### config.mk
export PLATFORM = sky130hd
export DESIGN_NAME = bfx_unit
export DESIGN_NICKNAME = d
export VERILOG_FILES = /design/src/rtl/bfx_pkg.sv /design/src/rtl/bfx_reverse.sv /design/src/rtl/bfx_extract.sv /design/src/rtl/bfx_edge.sv /design/src/rtl/bfx_unit.sv
export SDC_FILE = /design/constraint.sdc
export NUM_CORES = 1
export LEC_CHECK = 0
export BUFFER_PORTS_ARGS = -buffer_cell sky130_fd_sc_hd__buf_2
export CAP_MARGIN = 10
export CORE_MARGIN = 1
export CORE_UTILIZATION = 40
export CTS_CLUSTER_DIAMETER = 120
export DETAILED_ROUTE_END_ITERATION = 16
export GPL_ROUTABILITY_DRIVEN = 0
export MAX_ROUTING_LAYER = met4
export PLACE_DENSITY = 0.64
export SLEW_MARGIN = 20
export SYNTH_ARGS = -nofsm -noshare
export SYNTH_HDL_FRONTEND = slang
export SYNTH_SLANG_ARGS = --single-unit
### constraint.sdc
create_clock -name clk -period 5.3 [get_ports clk]
set_clock_uncertainty 0.2 [all_clocks]
set_input_delay 1.06 -clock clk [delete_from_list [all_inputs] [get_ports clk]]
set_output_delay 1.06 -clock clk [all_outputs]
set_load 0.03 [all_outputs]
### src/rtl/bfx_pkg.sv
package bfx_pkg;
  localparam int DATA_W  = 32;
  localparam int FIELD_W = 8;

  typedef struct packed {
    logic [FIELD_W-1:0] width;
    logic [FIELD_W-1:0] start;
  } bfx_ctrl_t;
endpackage

### src/rtl/bfx_reverse.sv
module bfx_reverse #(
  parameter int DATA_W = 32
) (
  input  logic              en,
  input  logic [DATA_W-1:0] din,
  output logic [DATA_W-1:0] dout
);
  logic [DATA_W-1:0] mirrored;

  for (genvar i = 0; i < DATA_W; i++) begin : g_mirror
    assign mirrored[i] = din[DATA_W-1-i];
  end

  assign dout = en ? mirrored : din;
endmodule

### src/rtl/bfx_extract.sv
module bfx_extract #(
  parameter int DATA_W  = 32,
  parameter int FIELD_W = 8
) (
  input  logic [DATA_W-1:0]  word,
  input  logic [FIELD_W-1:0] start,
  input  logic [FIELD_W-1:0] width,
  input  logic               sign_mode,
  output logic [DATA_W-1:0]  field
);
  localparam int CMP_W = FIELD_W + 1;
  localparam logic [CMP_W-1:0] WORD_BITS = CMP_W'(DATA_W);

  logic [DATA_W-1:0]  shifted;
  logic [DATA_W-1:0]  mask;
  logic [DATA_W-1:0]  raw;
  logic [DATA_W-1:0]  top_probe;
  logic [FIELD_W-1:0] top_idx;
  logic               full_width;

  assign full_width = {1'b0, width} >= WORD_BITS;
  assign shifted    = word >> start;
  assign mask       = full_width ? '1 : ~({DATA_W{1'b1}} << width);
  assign raw        = shifted & mask;
  assign top_idx    = width - FIELD_W'(1);
  assign top_probe  = raw >> top_idx;

  always_comb begin
    field = raw;
    if (sign_mode && !full_width && top_probe[0]) begin
      field = raw | ~mask;
    end
  end
endmodule

### src/rtl/bfx_edge.sv
module bfx_edge #(
  parameter int DATA_W  = 32,
  parameter int FIELD_W = 8
) (
  input  logic [DATA_W-1:0]  basic,
  input  logic               word_msb,
  input  logic [FIELD_W-1:0] start,
  input  logic [FIELD_W-1:0] width,
  input  logic               sign_mode,
  output logic [DATA_W-1:0]  fixed
);
  localparam int CMP_W = FIELD_W + 1;
  localparam logic [CMP_W-1:0] WORD_BITS = CMP_W'(DATA_W);

  logic [CMP_W-1:0] span_end;
  logic             start_past;
  logic             overrun;
  logic             empty;

  assign span_end   = {1'b0, start} + {1'b0, width};
  assign start_past = {1'b0, start} >= WORD_BITS;
  assign overrun    = span_end >= WORD_BITS;
  assign empty      = (width == '0);

  always_comb begin
    fixed = basic;
    if (sign_mode && start_past) fixed = {DATA_W{word_msb}};
    if (sign_mode && overrun)    fixed[DATA_W-1] = word_msb;
    if (empty)                   fixed = '0;
  end
endmodule

### src/rtl/bfx_unit.sv
module bfx_unit
  import bfx_pkg::*;
(
  input  logic              clk,
  input  logic              rst,
  input  logic              in_valid,
  input  logic [DATA_W-1:0] base,
  input  logic [DATA_W-1:0] ctrl,
  input  logic              brev,
  input  logic              is_signed,
  output logic              out_valid,
  output logic [DATA_W-1:0] result
);
  localparam int CTRL_USED = 2 * FIELD_W;

  bfx_ctrl_t         c;
  logic              ctrl_unused;
  logic [DATA_W-1:0] word;
  logic [DATA_W-1:0] basic;
  logic [DATA_W-1:0] fixed;

  assign c           = ctrl[CTRL_USED-1:0];
  assign ctrl_unused = ^ctrl[DATA_W-1:CTRL_USED];

  bfx_reverse #(.DATA_W(DATA_W)) u_rev (
    .en(brev), .din(base), .dout(word)
  );

  bfx_extract #(.DATA_W(DATA_W), .FIELD_W(FIELD_W)) u_ext (
    .word(word), .start(c.start), .width(c.width),
    .sign_mode(is_signed), .field(basic)
  );

  bfx_edge #(.DATA_W(DATA_W), .FIELD_W(FIELD_W)) u_edge (
    .basic(basic), .word_msb(word[DATA_W-1]), .start(c.start),
    .width(c.width), .sign_mode(is_signed), .fixed(fixed)
  );

  always_ff @(posedge clk) begin
    if (rst) begin
      out_valid <= 1'b0;
      result    <= '0;
    end else begin
      out_valid <= in_valid;
      if (in_valid) result <= fixed;
    end
  end

  // Checks derived from the port values, not from the internal select logic.
  logic in_msb;
  assign in_msb = brev ? base[0] : base[DATA_W-1];

  a_r9_valid_set: assert property (@(posedge clk) disable iff (rst)
    in_valid |=> out_valid);
  a_r9_valid_clr: assert property (@(posedge clk) disable iff (rst)
    !in_valid |=> !out_valid);
  a_r10_hold: assert property (@(posedge clk) disable iff (rst)
    !in_valid |=> $stable(result));
  a_r7_empty_zero: assert property (@(posedge clk) disable iff (rst)
    (in_valid && ctrl[15:8] == 8'd0) |=> (result == '0));
  a_r4_unsigned_far: assert property (@(posedge clk) disable iff (rst)
    (in_valid && !is_signed && ctrl[7:0] >= 8'd32) |=> (result == '0));
  a_r5_signed_far: assert property (@(posedge clk) disable iff (rst)
    (in_valid && is_signed && ctrl[7:0] >= 8'd32 && ctrl[15:8] != 8'd0)
      |=> (result == {DATA_W{$past(in_msb)}}));
  a_r6_top_bit: assert property (@(posedge clk) disable iff (rst)
    (in_valid && is_signed && ctrl[15:8] != 8'd0 &&
     ({1'b0, ctrl[7:0]} + {1'b0, ctrl[15:8]}) >= 9'd32)
      |=> (result[DATA_W-1] == $past(in_msb)));
endmodule

==> flow_summary.html, run 1 <==
<table>
<tr><th>Metric</th><th>Value</th></tr>
<tr><th colspan="2">Floorplan</th></tr>
<tr><td>Core Box Area</td><td>12600 sq um</td></tr>
<tr><td>Total die area</td><td>13400 sq um</td></tr>
<tr><td>Core Rows</td><td>41</td></tr>
<tr><td>Vertical die dimension</td><td>about 120 microns</td></tr>
<tr><td>DIE WIDTH</td><td>around 120 microns</td></tr>
<tr><td>Initial Utilization</td><td>roughly two fifths</td></tr>
<tr><td>I/O Pins</td><td>102</td></tr>
<tr><th colspan="2">Clock tree</th></tr>
<tr><td>Number of buffers on the longest clock path</td><td>2</td></tr>
<tr><td>Clk slew on worst S/H paths</td><td>roughly 50 ps</td></tr>
<tr><td>Number of clock sinks seen by CTS</td><td>33</td></tr>
<tr><td>H-tree depth reported by CTS</td><td>2</td></tr>
<tr><td>Worst-skew pair later-pin latency</td><td>roughly 280 ps</td></tr>
<tr><td>TritonCTS clock tree</td><td>built</td></tr>
<tr><td># Post-CTS Setup Buffers</td><td>0</td></tr>
<tr><td>Library cell used as clock root buffer</td><td>sky130_fd_sc_hd__clkbuf_16</td></tr>
<tr><td>Inserted Clock Buffers</td><td>5</td></tr>
<tr><td>Post-cts resize count</td><td>0</td></tr>
<tr><td>Quantity of hold-fixing buffers added after cts</td><td>0</td></tr>
<tr><th colspan="2">Worst setup path</th></tr>
<tr><td>Worst path required time</td><td>5280 ps</td></tr>
<tr><td>Crit path arrival time</td><td>4870 ps</td></tr>
<tr><td>Top fanout value on the critical path</td><td>56</td></tr>
<tr><td>Sort of element at the start of the critical path</td><td>primary input</td></tr>
<tr><td>Critical Path End Type</td><td>flip-flop</td></tr>
<tr><td>Type of the worst setup path</td><td>in2reg</td></tr>
<tr><th colspan="2">Global routing</th></tr>
<tr><td>Met2 usage in global routing</td><td>46.4%</td></tr>
<tr><td>Wire length of the first global-routing pass</td><td>33.3 mm</td></tr>
<tr><td>Initial antenna violation count</td><td>0</td></tr>
<tr><td>Via count of the first global-routing pass</td><td>6136</td></tr>
<tr><td>Residual overflow from global routing</td><td>0</td></tr>
<tr><td>Routing usage on met3</td><td>approximately 7.6%</td></tr>
<tr><td>Overall track demand over capacity in global routing</td><td>33.1%</td></tr>
<tr><td>Met1 usage</td><td>42.4%</td></tr>
<tr><td>Layer with the highest usage after global routing</td><td>met2</td></tr>
<tr><td>Maximum number of pins on one net before global-route repair</td><td>60</td></tr>
<tr><th colspan="2">Finish</th></tr>
<tr><td>Number of standard cells in the layout, taps in and fillers out</td><td>927</td></tr>
<tr><td>Ratio of cells with drive above 1 in the final layout</td><td>a little over a fifth</td></tr>
<tr><td>Final layout net count</td><td>around 830</td></tr>
<tr><td>Util after Layout</td><td>47.3%</td></tr>
<tr><td>Area delta synth-&gt;final</td><td>15.8%</td></tr>
<tr><td>Design Area, Final</td><td>between 5000 and 6000 sq um</td></tr>
<tr><td>Antenna fix cells</td><td>0</td></tr>
<tr><th colspan="2">Drt</th></tr>
<tr><td>Count of nets left with antenna violations after detail routing</td><td>0</td></tr>
<tr><td>DRC violations left</td><td>0</td></tr>
<tr><td>Initial drt markers</td><td>1009</td></tr>
<tr><td>Number of detailed-routing iterations run before antenna repair</td><td>9</td></tr>
<tr><td>Routed wire per std cell</td><td>23.3 microns</td></tr>
<tr><td>WL final</td><td>21.6 mm</td></tr>
<tr><td>Via Count</td><td>6701</td></tr>
<tr><td>Via density per instance</td><td>7.23</td></tr>
<tr><th colspan="2">Place</th></tr>
<tr><td>Detailed Place HPWL</td><td>between 15 and 20 mm</td></tr>
<tr><td>Port Buffers</td><td>85</td></tr>
<tr><td>Cell count after placement</td><td>919</td></tr>
<tr><td>Placement Cell Area</td><td>5800 sq um</td></tr>
<tr><th colspan="2">Timing</th></tr>
<tr><td>Post-route fraction of the period consumed by the critical path</td><td>92.3%</td></tr>
<tr><td>Min cycle time layout</td><td>4890 ps</td></tr>
<tr><td>Setup Viol. Count Final</td><td>0</td></tr>
<tr><td>Hold violation count in the final report</td><td>0</td></tr>
<tr><td>Sum of negative setup slack</td><td>0 ps</td></tr>
<tr><td>Highest achievable clock rate</td><td>204 MHz</td></tr>
<tr><td>Slew at the pin with the worst max-slew slack</td><td>between 1000 and 1500 ps</td></tr>
<tr><td>Number of slew-limit violations in the final report</td><td>0</td></tr>
<tr><td>Setup repair after global routing missed its margin</td><td>no</td></tr>
<tr><td>Worst-case headroom to the max-slew limit</td><td>32.9%</td></tr>
<tr><th colspan="2">Synthesis</th></tr>
<tr><td>Largest cells by area after synthesis</td><td>sky130_fd_sc_hd__dfxtp_1 13%, sky130_fd_sc_hd__mux2i_1 7.6%, sky130_fd_sc_hd__a21oi_1 6.3%</td></tr>
<tr><td>Dominant register cell in the synthesized netlist</td><td>sky130_fd_sc_hd__dfxtp_1</td></tr>
<tr><td>Synthesized net count</td><td>between 700 and 800</td></tr>
<tr><td>Mapped Area</td><td>approximately 5200 sq um</td></tr>
<tr><td>Area share of and/or/nand/nor cells after synthesis</td><td>19.8%</td></tr>
<tr><td>Compound-Gate Fraction of Synth Area</td><td>43.2%</td></tr>
<tr><td>Combinational family with the most area after synthesis</td><td>compound AO/OA/AOI/OAI gates</td></tr>
<tr><td>Area share of the largest cell type after synthesis</td><td>12.8%</td></tr>
<tr><td>Largest area contributor in the synthesized netlist</td><td>sky130_fd_sc_hd__dfxtp_1</td></tr>
<tr><td>Async set-reset flop share out of synthesis</td><td>0%</td></tr>
<tr><td>Post-synth EDFFs</td><td>0</td></tr>
<tr><td>Syn Area/Cell</td><td>7.39 sq um</td></tr>
<tr><td>Distinct cell type count after synthesis</td><td>~80</td></tr>
<tr><td>Sequential share of the synthesized area</td><td>12.8%</td></tr>
<tr><td>Yosys reg bits</td><td>33</td></tr>
<tr><td>Proportion of synthesized area in mux cells</td><td>14.1%</td></tr>
<tr><td>Synthesized instance count</td><td>approximately 700</td></tr>
<tr><td>Fraction of the mapped netlist area in adder cells</td><td>2.57%</td></tr>
<tr><td>Synthesized-area fraction occupied by xor and xnor cells</td><td>0.679%</td></tr>
<tr><td>YS warnings</td><td>0</td></tr>
<tr><th colspan="2">Power and ir drop</th></tr>
<tr><td>Worst-case vdd ir drop</td><td>0.119 mV</td></tr>
<tr><td>Total power</td><td>~1100 uW</td></tr>
<tr><td>P per Cell Area</td><td>186 nW/um^2</td></tr>
<tr><td>Leakage power summed over all cells</td><td>0.00222 uW</td></tr>
<tr><th colspan="2">Hold path</th></tr>
<tr><td>Class of the tightest hold or removal check</td><td>reg2reg</td></tr>
<tr><th colspan="2">Flow run</th></tr>
<tr><td>Number of violations of the max-capacitance limit</td><td>0</td></tr>
<tr><th colspan="2">Run status</th></tr>
<tr><td>Run status</td><td>finished clean</td></tr>
</table>
[synthesized netlist by cell type (9+ instances only)]
master                     count
sky130_fd_sc_hd__dfxtp_1      33
sky130_fd_sc_hd__nor2_1       35
sky130_fd_sc_hd__mux2i_1      39
sky130_fd_sc_hd__o22ai_1      30
sky130_fd_sc_hd__nand2_1      77
sky130_fd_sc_hd__a21oi_1      65
sky130_fd_sc_hd__a31oi_1      23
sky130_fd_sc_hd__nor3_1       12
sky130_fd_sc_hd__a211oi_1     13
sky130_fd_sc_hd__o221ai_1     26
sky130_fd_sc_hd__ha_1          9
sky130_fd_sc_hd__o211ai_1      9
sky130_fd_sc_hd__clkbuf_1     47
sky130_fd_sc_hd__o22a_1       11
sky130_fd_sc_hd__mux4_2       11
sky130_fd_sc_hd__nand3_1      20
sky130_fd_sc_hd__o21ai_0      23
[cell type report]
cell class                      instances  area [sq um]
Inverter                               11          41.3
Sequential cell                        33           661
Clock inverter                          1          30.0
Clock buffer                            7           143
Timing Repair Buffer                  117           728
Multi-Input combinational cell        586          4150
Fill cell                            1281          6650
Tap cell                              172           215
[power by group]
group          total [uW]  switching [uW]  internal, uW  leakage (uW)
clock                 339             105           235     0.0000841
sequential            272            8.38           264      0.000271
combinational         500             328           171       0.00186
[stage by stage]
stage	hold slack, ps	worst slack, ps
2_1_floorplan	399	1020
3_3_place_gp	264	327
3_5_place_dp	272	267
4_1_cts	280	554
5_1_grt	301	267
6_report	276	406
[state kept, by name (all words and copies together) (netlist names)]
name	flops
result	32
out_valid	1
[placed cells by master (no fill, tap or decap), types with 12 or more instances in the layout]
cell	count
sky130_fd_sc_hd__nand2_1	77
sky130_fd_sc_hd__nor2_1	35
sky130_fd_sc_hd__o21ai_0	23
sky130_fd_sc_hd__a211oi_1	13
sky130_fd_sc_hd__o221ai_1	26
sky130_fd_sc_hd__a31oi_1	23
sky130_fd_sc_hd__buf_4	27
sky130_fd_sc_hd__o22ai_1	30
sky130_fd_sc_hd__a21oi_1	64
sky130_fd_sc_hd__buf_2	85
sky130_fd_sc_hd__nor3_1	12
sky130_fd_sc_hd__dfxtp_1	33
sky130_fd_sc_hd__mux2i_1	39
sky130_fd_sc_hd__nand3_1	20
[metal layers]
metal	up-vias	share of wire, %	wire (microns)
li1	2939	-	-
met1	2986	38	8240
met2	601	41	8870
met3	175	13	2860
met4	0	7.5	1610
met5	-	0	0
[worst paths after layout]
kind,endpoint,start,cells after the start,slack [ps]
setup reg to reg,result[11]$_SDFFE_PP0P_,result[11]$_SDFFE_PP0P_,4,3940
hold / removal,result[31]$_SDFFE_PP0P_,result[31]$_SDFFE_PP0P_,2,280
setup / recovery,result[21]$_SDFFE_PP0P_,ctrl[7],13,410
hold reg to reg,result[31]$_SDFFE_PP0P_,result[31]$_SDFFE_PP0P_,2,280
[cell families after synthesis]
logic type | count (synthesis)
AO/OA/AOI/OAI | 306
AND/OR/NAND/NOR | 208
buffers and inverters | 79
multiplexers | 58
flip-flops | 33
adder cells (fa/ha/maj) | 10
XOR/XNOR | 4
[worst max-delay path, cell delays in order]
cell	delay [ps]
sky130_fd_sc_hd__buf_2	170
sky130_fd_sc_hd__or3b_1	440
sky130_fd_sc_hd__buf_12	200
sky130_fd_sc_hd__o22ai_1	500
sky130_fd_sc_hd__mux2i_1	270
sky130_fd_sc_hd__o21a_1	280
sky130_fd_sc_hd__a21boi_0	370
sky130_fd_sc_hd__a32oi_1	160
sky130_fd_sc_hd__a311o_1	410
sky130_fd_sc_hd__a22oi_4	410
sky130_fd_sc_hd__buf_12	210
sky130_fd_sc_hd__a22oi_1	100
sky130_fd_sc_hd__a211oi_1	270
No activity file was read; power rests on OpenSTA's default activity.
==> run 2, diff against run 1 <==
--- a/config.mk
+++ b/config.mk
@@ -8,12 +8,13 @@
 export BUFFER_PORTS_ARGS = -buffer_cell sky130_fd_sc_hd__buf_2
 export CAP_MARGIN = 10
 export CORE_MARGIN = 1
-export CORE_UTILIZATION = 40
+export CORE_UTILIZATION = 30
 export CTS_CLUSTER_DIAMETER = 120
 export DETAILED_ROUTE_END_ITERATION = 16
 export GPL_ROUTABILITY_DRIVEN = 0
 export MAX_ROUTING_LAYER = met4
-export PLACE_DENSITY = 0.64
+export PLACE_DENSITY = 0.52
+export REMOVE_ABC_BUFFERS = 1
 export SLEW_MARGIN = 20
 export SYNTH_ARGS = -nofsm -noshare
 export SYNTH_HDL_FRONTEND = slang
==> flow_summary.html, run 2 (synthesis results as in run 1) <==
<table>
<tr><th>Metric</th><th>Value</th></tr>
<tr><th colspan="2">Finish</th></tr>
<tr><td>Area delta synth-&gt;final</td><td>16.6%</td></tr>
<tr><td>Area taken by multi-input logic gates</td><td>4160 sq um (about the same)</td></tr>
<tr><td>Final layout net count</td><td>836 (+0.36%)</td></tr>
<tr><td>Max FFs per register</td><td>32 (unchanged)</td></tr>
<tr><td>Ratio of cells with drive above 1 in the final layout</td><td>22.3% (+0.44 points)</td></tr>
<tr><td>Top library cells by usage in the layout, fill and taps aside</td><td>85 x sky130_fd_sc_hd__buf_2, 77 x sky130_fd_sc_hd__nand2_1, 65 x sky130_fd_sc_hd__a21oi_1, 39 x sky130_fd_sc_hd__mux2i_1, 35 x sky130_fd_sc_hd__nor2_1</td></tr>
<tr><td>Commonest non-fill, non-tap cell in the layout</td><td>sky130_fd_sc_hd__buf_2</td></tr>
<tr><td>Number of filler cells placed in the layout</td><td>1849 (+44%)</td></tr>
<tr><td>Number of standard cells in the layout, taps in and fillers out</td><td>978 (+5.5%)</td></tr>
<tr><td>FF+latch area</td><td>661 sq um (unchanged)</td></tr>
<tr><td>Registers with the most flip-flops</td><td>result (32), out_valid (1)</td></tr>
<tr><td>Register bank with the most flops</td><td>result</td></tr>
<tr><td>Antenna fix cells</td><td>0 (unchanged)</td></tr>
<tr><th colspan="2">Timing</th></tr>
<tr><td>Setup repair after global routing missed its margin</td><td>no</td></tr>
<tr><td>Highest achievable clock rate</td><td>209 MHz (+2.1%)</td></tr>
<tr><td>Worst-case headroom to the max-slew limit</td><td>32.2% (-0.67 points)</td></tr>
<tr><td>Slew at the pin with the worst max-slew slack</td><td>1010 ps (+9.95 ps)</td></tr>
<tr><td>Min cycle time layout</td><td>4800 ps (-99.0 ps)</td></tr>
<tr><td>Sum of negative setup slack</td><td>0 ps (unchanged)</td></tr>
<tr><td>Setup Viol. Count Final</td><td>0 (unchanged)</td></tr>
<tr><td>Hold violation count in the final report</td><td>0 (unchanged)</td></tr>
<tr><td>Number of slew-limit violations in the final report</td><td>0 (unchanged)</td></tr>
<tr><td>Post-route fraction of the period consumed by the critical path</td><td>90.5% (-1.9 points)</td></tr>
<tr><th colspan="2">Power and ir drop</th></tr>
<tr><td>Total net switching power</td><td>450 uW (+2.0%)</td></tr>
<tr><td>Total power</td><td>1060 uW (-4.8%)</td></tr>
<tr><td>Worst-case vdd ir drop</td><td>0.177 mV (+49%)</td></tr>
<tr><td>Share of power burned in registers</td><td>25.7% (+1.2 points)</td></tr>
<tr><td>Internal power</td><td>607 uW (-9.3%)</td></tr>
<tr><td>P per Cell Area</td><td>176 nW/um^2 (-5.5%)</td></tr>
<tr><td>Leakage power summed over all cells</td><td>0.00222 uW (-0.13%)</td></tr>
<tr><td>Part of the total power dissipated in the clock network</td><td>26.8% (-3.7 points)</td></tr>
<tr><td>Sw Share</td><td>42.6% (+2.8 points)</td></tr>
<tr><td>Part of the power in combinational logic</td><td>47.5% (+2.5 points)</td></tr>
<tr><th colspan="2">Drt</th></tr>
<tr><td>Number of detailed-routing iterations run before antenna repair</td><td>6 (-3)</td></tr>
<tr><td>Via Count</td><td>6557 (-2.1%)</td></tr>
<tr><td>Via density per instance</td><td>6.70 (-7.3%)</td></tr>
<tr><td>Initial drt markers</td><td>911 (-9.7%)</td></tr>
<tr><td>WL final</td><td>22.6 mm (+5.0%)</td></tr>
<tr><td>Count of nets left with antenna violations after detail routing</td><td>0 (unchanged)</td></tr>
<tr><td>Routed wire per std cell</td><td>23.2 microns (-0.49%)</td></tr>
<tr><td>DRC violations left</td><td>0 (unchanged)</td></tr>
<tr><th colspan="2">Hold path</th></tr>
<tr><td>Cell count of the worst hold path</td><td>2 (unchanged)</td></tr>
<tr><td>Min-Delay Startpoint</td><td>result[31]$_SDFFE_PP0P_</td></tr>
<tr><td>Class of the tightest hold or removal check</td><td>reg2reg</td></tr>
<tr><td>Hold worst-path end</td><td>result[31]$_SDFFE_PP0P_</td></tr>
<tr><th colspan="2">Floorplan</th></tr>
<tr><td>Total die area</td><td>17700 sq um (+33%)</td></tr>
<tr><td>DIE WIDTH</td><td>133 microns (+15%)</td></tr>
<tr><td>Vertical die dimension</td><td>133 microns (+15%)</td></tr>
<tr><td>Core Box Area</td><td>16700 sq um (+32%)</td></tr>
<tr><td>Initial Utilization</td><td>30.9% (-10 points)</td></tr>
<tr><td>Core Rows</td><td>47 (+15%)</td></tr>
<tr><td>I/O Pins</td><td>102 (unchanged)</td></tr>
<tr><th colspan="2">Worst setup path</th></tr>
<tr><td>Worst reg-to-reg path cell count</td><td>5 (+1)</td></tr>
<tr><td>Worst path cell trace</td><td>buf_2 -&gt; or3b_1 -&gt; buf_12 -&gt; o22ai_1 -&gt; mux2i_1 -&gt; a2111oi_0 -&gt; a21boi_0 -&gt; a32oi_1 -&gt; a311o_1 -&gt; a22oi_4 -&gt; buf_12 -&gt; nand3_1 -&gt; a221oi_1</td></tr>
<tr><td>R2R Setup Slk</td><td>4030 ps (+90 ps)</td></tr>
<tr><td>Terminus of the critical flop-to-flop path</td><td>result[25]$_SDFFE_PP0P_</td></tr>
<tr><td>Beginning of the worst register-to-register path</td><td>result[25]$_SDFFE_PP0P_</td></tr>
<tr><td>Critical Path End Type</td><td>flip-flop</td></tr>
<tr><td>Type of the worst setup path</td><td>in2reg</td></tr>
<tr><td>Highest-delay cell along the critical path</td><td>sky130_fd_sc_hd__o22ai_1</td></tr>
<tr><td>Sort of element at the start of the critical path</td><td>primary input</td></tr>
<tr><td>Top fanout value on the critical path</td><td>56 (unchanged)</td></tr>
<tr><td>Worst path buffer plus inverter count</td><td>3 (unchanged)</td></tr>
<tr><td>Most used cell, CP</td><td>sky130_fd_sc_hd__buf_12</td></tr>
<tr><td>Worst path required time</td><td>5290 ps (about the same)</td></tr>
<tr><td>Crit path arrival time</td><td>4780 ps (-90 ps)</td></tr>
<tr><td>Kind of cell with the highest combined delay on the critical path</td><td>compound AO/OA/AOI/OAI gates</td></tr>
<tr><td>Largest incremental delay on the critical path</td><td>450 ps (-50 ps)</td></tr>
<tr><th colspan="2">Clock tree</th></tr>
<tr><td>Number of buffers on the longest clock path</td><td>2 (unchanged)</td></tr>
<tr><td>Inserted Clock Buffers</td><td>5 (unchanged)</td></tr>
<tr><td>Post-cts resize count</td><td>0 (unchanged)</td></tr>
<tr><td>Clk slew on worst S/H paths</td><td>50 ps (about the same)</td></tr>
<tr><td>TritonCTS clock tree</td><td>built</td></tr>
<tr><td>Quantity of hold-fixing buffers added after cts</td><td>0 (unchanged)</td></tr>
<tr><td>Worst-skew pair later-pin latency</td><td>280 ps (about the same)</td></tr>
<tr><td>Number of clock sinks seen by CTS</td><td>33 (unchanged)</td></tr>
<tr><td>Library cell used as clock root buffer</td><td>sky130_fd_sc_hd__clkbuf_16</td></tr>
<tr><td># Post-CTS Setup Buffers</td><td>0 (unchanged)</td></tr>
<tr><td>H-tree depth reported by CTS</td><td>2 (unchanged)</td></tr>
<tr><th colspan="2">Flow run</th></tr>
<tr><td>Number of violations of the max-capacitance limit</td><td>0 (unchanged)</td></tr>
<tr><th colspan="2">Global routing</th></tr>
<tr><td>Wire length of the first global-routing pass</td><td>34.8 mm (+4.5%)</td></tr>
<tr><td>Overall track demand over capacity in global routing</td><td>25.8% (-7.4 points)</td></tr>
<tr><td>Initial antenna violation count</td><td>0 (unchanged)</td></tr>
<tr><td>Residual overflow from global routing</td><td>0 (unchanged)</td></tr>
<tr><td>Maximum number of pins on one net before global-route repair</td><td>60 (unchanged)</td></tr>
<tr><td>Via count of the first global-routing pass</td><td>5975 (-2.6%)</td></tr>
<tr><th colspan="2">Run status</th></tr>
<tr><td>Run status</td><td>finished clean</td></tr>
<tr><th colspan="2">Place</th></tr>
<tr><td>Port Buffers</td><td>85 (unchanged)</td></tr>
<tr><td>Cell count after placement</td><td>970 (+5.5%)</td></tr>
<tr><td>Detailed Place HPWL</td><td>17.2 mm (+4.6%)</td></tr>
</table>
## run 2: layout make-up
cell class / count / share of cell area, %
tap: 220 / 4.58
timing repair buffer: 120 / 12.3
clock buffer: 5 / 2.08
inverter: 11 / 0.686
clock inverter: 3 / 0.291
sequential: 33 / 11.0
multi-input combinational: 586 / 69.1
## run 2: through the flow
stage | setup slack [ps] | cell area (sq um) | utilization (%) | hold slack [ps]
after floorplan | 406 | 4850 | - | 395
after global placement | 369 | 5870 | 35.2 | 271
after detailed placement | 323 | 5870 | 35.2 | 275
after CTS | 606 | 6010 | 36.0 | 285
after global routing | 430 | 6010 | 36.0 | 309
final | 505 | 6010 | 36.0 | 275
## run 2: routing by layer
layer	vias to the layer above	wire (microns)	GRT usage, %
li1	2949	-	-
met1	3105	9740	35.3
met2	425	9840	38.0
met3	78	2110	3.12
met4	0	962	11.0
met5	-	0	-
## run 2: worst max-delay path by stage
stage | from | end | slack, ps | cells past startpoint
after detailed placement | ctrl[7] | result[9]$_SDFFE_PP0P_ | 320 | 13
final | ctrl[7] | result[9]$_SDFFE_PP0P_ | 500 | 13
after global routing | ctrl[7] | result[23]$_SDFFE_PP0P_ | 430 | 13
after floorplan | ctrl[7] | result[8]$_SDFFE_PP0P_ | 410 | 10
after global placement | ctrl[7] | result[9]$_SDFFE_PP0P_ | 370 | 13
after CTS | ctrl[7] | result[9]$_SDFFE_PP0P_ | 610 | 13
## run 2: power by group through the flow
stage          combinational, uW  clock, uW  sequential (uW)
6_report                     503        284              271
5_1_grt                      533        301              273
4_1_cts                      488        292              272
3_5_place_dp                 486          0              277
3_3_place_gp                 488          0              277
2_1_floorplan                255          0              306
## run 2: worst register-to-register path, delay by kind of cell (launching register included)
kind | cells | cell delay, ps
DFF | 1 | 320
AOI/OAI and AO/OA | 2 | 430
and+or+nand+nor | 3 | 230
==> run 3, diff against run 2 <==
--- a/config.mk
+++ b/config.mk
@@ -12,10 +12,10 @@
 export CTS_CLUSTER_DIAMETER = 120
 export DETAILED_ROUTE_END_ITERATION = 16
 export GPL_ROUTABILITY_DRIVEN = 0
-export MAX_ROUTING_LAYER = met4
-export PLACE_DENSITY = 0.52
+export PLACE_DENSITY = 0.51
 export REMOVE_ABC_BUFFERS = 1
 export SLEW_MARGIN = 20
 export SYNTH_ARGS = -nofsm -noshare
 export SYNTH_HDL_FRONTEND = slang
+export SYNTH_HIERARCHICAL = 1
 export SYNTH_SLANG_ARGS = --single-unit
==> flow_summary.html, run 3 <==
<table>
<tr><th>Metric</th><th>Value</th></tr>
<tr><th colspan="2">Finish</th></tr>
<tr><td>Commonest non-fill, non-tap cell in the layout</td><td>sky130_fd_sc_hd__nand2_1</td></tr>
<tr><td>Register bank with the most flops</td><td>result</td></tr>
<tr><td>Design Area, Final</td><td>6720 sq um (+12%)</td></tr>
<tr><td>Top library cells by usage in the layout, fill and taps aside</td><td>89 x sky130_fd_sc_hd__nand2_1, 85 x sky130_fd_sc_hd__buf_2, 71 x sky130_fd_sc_hd__nor2_1, 62 x sky130_fd_sc_hd__mux2i_1, 57 x sky130_fd_sc_hd__a21oi_1</td></tr>
<tr><td>FF+latch area</td><td>661 sq um (unchanged)</td></tr>
<tr><td>Antenna fix cells</td><td>0 (unchanged)</td></tr>
<tr><td>Registers with the most flip-flops</td><td>result (32), out_valid (1)</td></tr>
<tr><td>Util after Layout</td><td>35.6% (-0.43 points)</td></tr>
<tr><td>Ratio of cells with drive above 1 in the final layout</td><td>29.3% (+7.0 points)</td></tr>
<tr><td>Number of filler cells placed in the layout</td><td>2070 (+12%)</td></tr>
<tr><td>Final layout net count</td><td>873 (+4.4%)</td></tr>
<tr><td>Area delta synth-&gt;final</td><td>15.0%</td></tr>
<tr><td>Area taken by multi-input logic gates</td><td>4730 sq um (+14%)</td></tr>
<tr><td>Max FFs per register</td><td>32 (unchanged)</td></tr>
<tr><th colspan="2">Global routing</th></tr>
<tr><td>Met2 usage in global routing</td><td>32.9% (-5.2 points)</td></tr>
<tr><td>Overall track demand over capacity in global routing</td><td>20.0% (-5.8 points)</td></tr>
<tr><td>Layer with the highest usage after global routing</td><td>met2</td></tr>
<tr><td>Maximum number of pins on one net before global-route repair</td><td>35 (-42%)</td></tr>
<tr><td>Initial antenna violation count</td><td>0 (unchanged)</td></tr>
<tr><td>Routing usage on met3</td><td>3.54% (+0.42 points)</td></tr>
<tr><td>Via count of the first global-routing pass</td><td>5629 (-5.8%)</td></tr>
<tr><td>Met1 usage</td><td>27.0% (-8.2 points)</td></tr>
<tr><td>Wire length of the first global-routing pass</td><td>31.6 mm (-9.1%)</td></tr>
<tr><td>Residual overflow from global routing</td><td>0 (unchanged)</td></tr>
<tr><th colspan="2">Timing</th></tr>
<tr><td>Number of slew-limit violations in the final report</td><td>0 (unchanged)</td></tr>
<tr><td>Post-route fraction of the period consumed by the critical path</td><td>93.3% (+2.8 points)</td></tr>
<tr><td>Highest achievable clock rate</td><td>202 MHz (-3.0%)</td></tr>
<tr><td>Setup repair after global routing missed its margin</td><td>no</td></tr>
<tr><td>Worst Hold Slack</td><td>284 ps (+8.08 ps)</td></tr>
<tr><td>Slew at the pin with the worst max-slew slack</td><td>1060 ps (+44.8 ps)</td></tr>
<tr><td>Hold violation count in the final report</td><td>0 (unchanged)</td></tr>
<tr><td>Worst-case headroom to the max-slew limit</td><td>29.4% (-2.7 points)</td></tr>
<tr><td>Min cycle time layout</td><td>4950 ps (+150 ps)</td></tr>
<tr><td>Setup Viol. Count Final</td><td>0 (unchanged)</td></tr>
<tr><th colspan="2">Worst setup path</th></tr>
<tr><td>Top fanout value on the critical path</td><td>32 (-43%)</td></tr>
<tr><td>Sort of element at the start of the critical path</td><td>primary input</td></tr>
<tr><td>Crit path arrival time</td><td>4890 ps (+110 ps)</td></tr>
<tr><td>Critical Path End Type</td><td>flip-flop</td></tr>
<tr><td>Type of the worst setup path</td><td>in2reg</td></tr>
<tr><td>Worst path required time</td><td>5240 ps (-50 ps)</td></tr>
<tr><td>R2R Setup Slk</td><td>4450 ps (+420 ps)</td></tr>
<tr><th colspan="2">Drt</th></tr>
<tr><td>Via density per instance</td><td>5.90 (-12%)</td></tr>
<tr><td>Initial drt markers</td><td>644 (-29%)</td></tr>
<tr><td>Count of nets left with antenna violations after detail routing</td><td>0 (unchanged)</td></tr>
<tr><td>DRC violations left</td><td>0 (unchanged)</td></tr>
<tr><td>Via Count</td><td>6222 (-5.1%)</td></tr>
<tr><td>Number of detailed-routing iterations run before antenna repair</td><td>7 (+1)</td></tr>
<tr><td>WL final</td><td>20.6 mm (-9.1%)</td></tr>
<tr><td>Routed wire per std cell</td><td>19.5 microns (-16%)</td></tr>
<tr><th colspan="2">Clock tree</th></tr>
<tr><td># Post-CTS Setup Buffers</td><td>0 (unchanged)</td></tr>
<tr><td>Number of buffers on the longest clock path</td><td>2 (unchanged)</td></tr>
<tr><td>Library cell used as clock root buffer</td><td>sky130_fd_sc_hd__clkbuf_16</td></tr>
<tr><td>TritonCTS clock tree</td><td>built</td></tr>
<tr><td>Quantity of hold-fixing buffers added after cts</td><td>0 (unchanged)</td></tr>
<tr><td>Inserted Clock Buffers</td><td>5 (unchanged)</td></tr>
<tr><td>Number of clock sinks seen by CTS</td><td>33 (unchanged)</td></tr>
<tr><td>H-tree depth reported by CTS</td><td>2 (unchanged)</td></tr>
<tr><td>Post-cts resize count</td><td>0 (unchanged)</td></tr>
<tr><td>Worst-skew pair later-pin latency</td><td>280 ps (about the same)</td></tr>
<tr><td>Clk slew on worst S/H paths</td><td>50 ps (about the same)</td></tr>
<tr><th colspan="2">Power and ir drop</th></tr>
<tr><td>P per Cell Area</td><td>174 nW/um^2 (-1.2%)</td></tr>
<tr><td>Worst-case vdd ir drop</td><td>0.110 mV (-38%)</td></tr>
<tr><td>Leakage power summed over all cells</td><td>0.00271 uW (+22%)</td></tr>
<tr><td>Total power</td><td>1170 uW (+10%)</td></tr>
<tr><th colspan="2">Place</th></tr>
<tr><td>Placement Cell Area</td><td>6550 sq um (+12%)</td></tr>
<tr><td>Detailed Place HPWL</td><td>15.9 mm (-7.6%)</td></tr>
<tr><td>Port Buffers</td><td>85 (unchanged)</td></tr>
<tr><th colspan="2">Synthesis</th></tr>
<tr><td>Most frequent cell after synthesis</td><td>sky130_fd_sc_hd__nand2_1</td></tr>
<tr><td>Largest area contributor in the synthesized netlist</td><td>sky130_fd_sc_hd__dfxtp_1</td></tr>
<tr><td>Post-synth EDFFs</td><td>0 (unchanged)</td></tr>
<tr><td>Yosys reg bits</td><td>33 (unchanged)</td></tr>
<tr><td>Synth top cells by count</td><td>89 x sky130_fd_sc_hd__nand2_1, 71 x sky130_fd_sc_hd__nor2_1, 62 x sky130_fd_sc_hd__mux2i_1, 57 x sky130_fd_sc_hd__a21oi_1, 37 x sky130_fd_sc_hd__clkbuf_1</td></tr>
<tr><td>Dominant register cell in the synthesized netlist</td><td>sky130_fd_sc_hd__dfxtp_1</td></tr>
<tr><td>Mapped Area</td><td>5850 sq um (+13%)</td></tr>
<tr><td>Sequential share of the synthesized area</td><td>11.3% (-1.5 points)</td></tr>
<tr><td>Synthesized instance count</td><td>724 (+3.7%)</td></tr>
<tr><td>Syn Area/Cell</td><td>8.07 sq um (+9.2%)</td></tr>
<tr><td>YS warnings</td><td>6 (+6)</td></tr>
<tr><td>Largest cells by area after synthesis</td><td>sky130_fd_sc_hd__dfxtp_1 11%, sky130_fd_sc_hd__mux2i_1 11%, sky130_fd_sc_hd__mux4_2 9.2%</td></tr>
<tr><td>Area share of the largest cell type after synthesis</td><td>11.3% (-1.5 points)</td></tr>
<tr><td>Async set-reset flop share out of synthesis</td><td>0% (unchanged)</td></tr>
<tr><td>Distinct cell type count after synthesis</td><td>77 (-2.5%)</td></tr>
<tr><th colspan="2">Run status</th></tr>
<tr><td>Run status</td><td>finished clean</td></tr>
<tr><th colspan="2">Floorplan</th></tr>
<tr><td>Core Rows</td><td>50 (+6.4%)</td></tr>
<tr><td>Core Box Area</td><td>18900 sq um (+13%)</td></tr>
<tr><td>I/O Pins</td><td>102 (unchanged)</td></tr>
<tr><td>Vertical die dimension</td><td>142 microns (+6.4%)</td></tr>
<tr><td>DIE WIDTH</td><td>142 microns (+6.4%)</td></tr>
<tr><td>Initial Utilization</td><td>30.9% (+0.052 points)</td></tr>
<tr><td>Total die area</td><td>20000 sq um (+13%)</td></tr>
<tr><th colspan="2">Flow run</th></tr>
<tr><td>Number of violations of the max-capacitance limit</td><td>0 (unchanged)</td></tr>
<tr><th colspan="2">Hold path</th></tr>
<tr><td>Class of the tightest hold or removal check</td><td>reg2reg</td></tr>
</table>
==> run 3: changes by cell type after synthesis, sizes merged, moves of 10 or more <==
| cell | before | now |
|---|---|---|
| a31oi | 23 | 4 |
| nand2 | 77 | 89 |
| o22ai | 31 | 10 |
| mux2 | 8 | 38 |
| o221ai | 26 | 6 |
| mux2i | 39 | 62 |
| nor2 | 35 | 75 |
| o31ai | 7 | 27 |
| buf | 21 | 31 |
| clkbuf | 47 | 37 |
| a211oi | 18 | 7 |
| mux4 | 11 | 24 |
==> run 3: worst paths after layout <==
path	to	startpoint	depth (start not counted)
min	result[24]$_SDFFE_PP0P_	result[24]$_SDFFE_PP0P_	2
min reg2reg	result[24]$_SDFFE_PP0P_	result[24]$_SDFFE_PP0P_	2
max	result[29]$_SDFFE_PP0P_	brev	16
max reg2reg	result[4]$_SDFFE_PP0P_	result[4]$_SDFFE_PP0P_	2
==> run 3: where the power goes <==
| group | switching, uW | total, uW | internal, uW |
|---|---|---|---|
| logic | 332 | 551 | 218 |
| clock network | 115 | 350 | 235 |
| registers | 5.69 | 267 | 261 |
==> run 3: metrics by stage <==
step           TNS (ps)  setup slack, ps  cells
6_report              0              354   1054
3_5_place_dp          0              128   1046
3_3_place_gp          0             60.5   1046
2_1_floorplan    -23590            -1010    656
4_1_cts               0              401   1054
5_1_grt               0             46.0   1054
==> run 3: cells by family (layout without fill, tap and decap cells) <==
logic type / after synthesis / after routing / share of synthesized area [%]
xor+xnor: 2 / 2 / 0.300
mux: 124 / 124 / 29.1
compound gates: 216 / 216 / 27.8
fa+ha+maj: 11 / 11 / 2.48
simple gates: 258 / 258 / 21.0
flops: 33 / 33 / 11.3
buf+inv: 80 / 150 / 8.01
==> run 3: critical path: stages <==
cell and delay (ps):
sky130_fd_sc_hd__buf_2 100, sky130_fd_sc_hd__buf_12 230, sky130_fd_sc_hd__mux2_2 420, sky130_fd_sc_hd__mux2i_1 320
sky130_fd_sc_hd__nor3_1 120, sky130_fd_sc_hd__o31ai_1 690, sky130_fd_sc_hd__a2111oi_0 300, sky130_fd_sc_hd__a22oi_1 300
sky130_fd_sc_hd__a21oi_1 120, sky130_fd_sc_hd__a32oi_2 370, sky130_fd_sc_hd__buf_4 340, sky130_fd_sc_hd__o31ai_2 120
sky130_fd_sc_hd__nand2_1 70, sky130_fd_sc_hd__a21oi_1 70, sky130_fd_sc_hd__mux2i_1 180, sky130_fd_sc_hd__nor2_1 60
==> run 3: cell type report <==
cell class                      count  share of cell area [%]
Clock inverter                      1                   0.447
Tap cell                          260                    4.84
Inverter                           12                   0.670
Sequential cell                    33                    9.83
Timing Repair Buffer              130                    11.7
Clock buffer                        7                    2.12
Multi-Input combinational cell    611                    70.4
==> run 3: layer usage <==
| layer | vias up | share of wire, % |
|---|---|---|
| met5 | - | 0 |
| met1 | 2989 | 44 |
| li1 | 2919 | - |
| met2 | 287 | 46 |
| met3 | 27 | 8.2 |
| met4 | 0 | 1.7 |
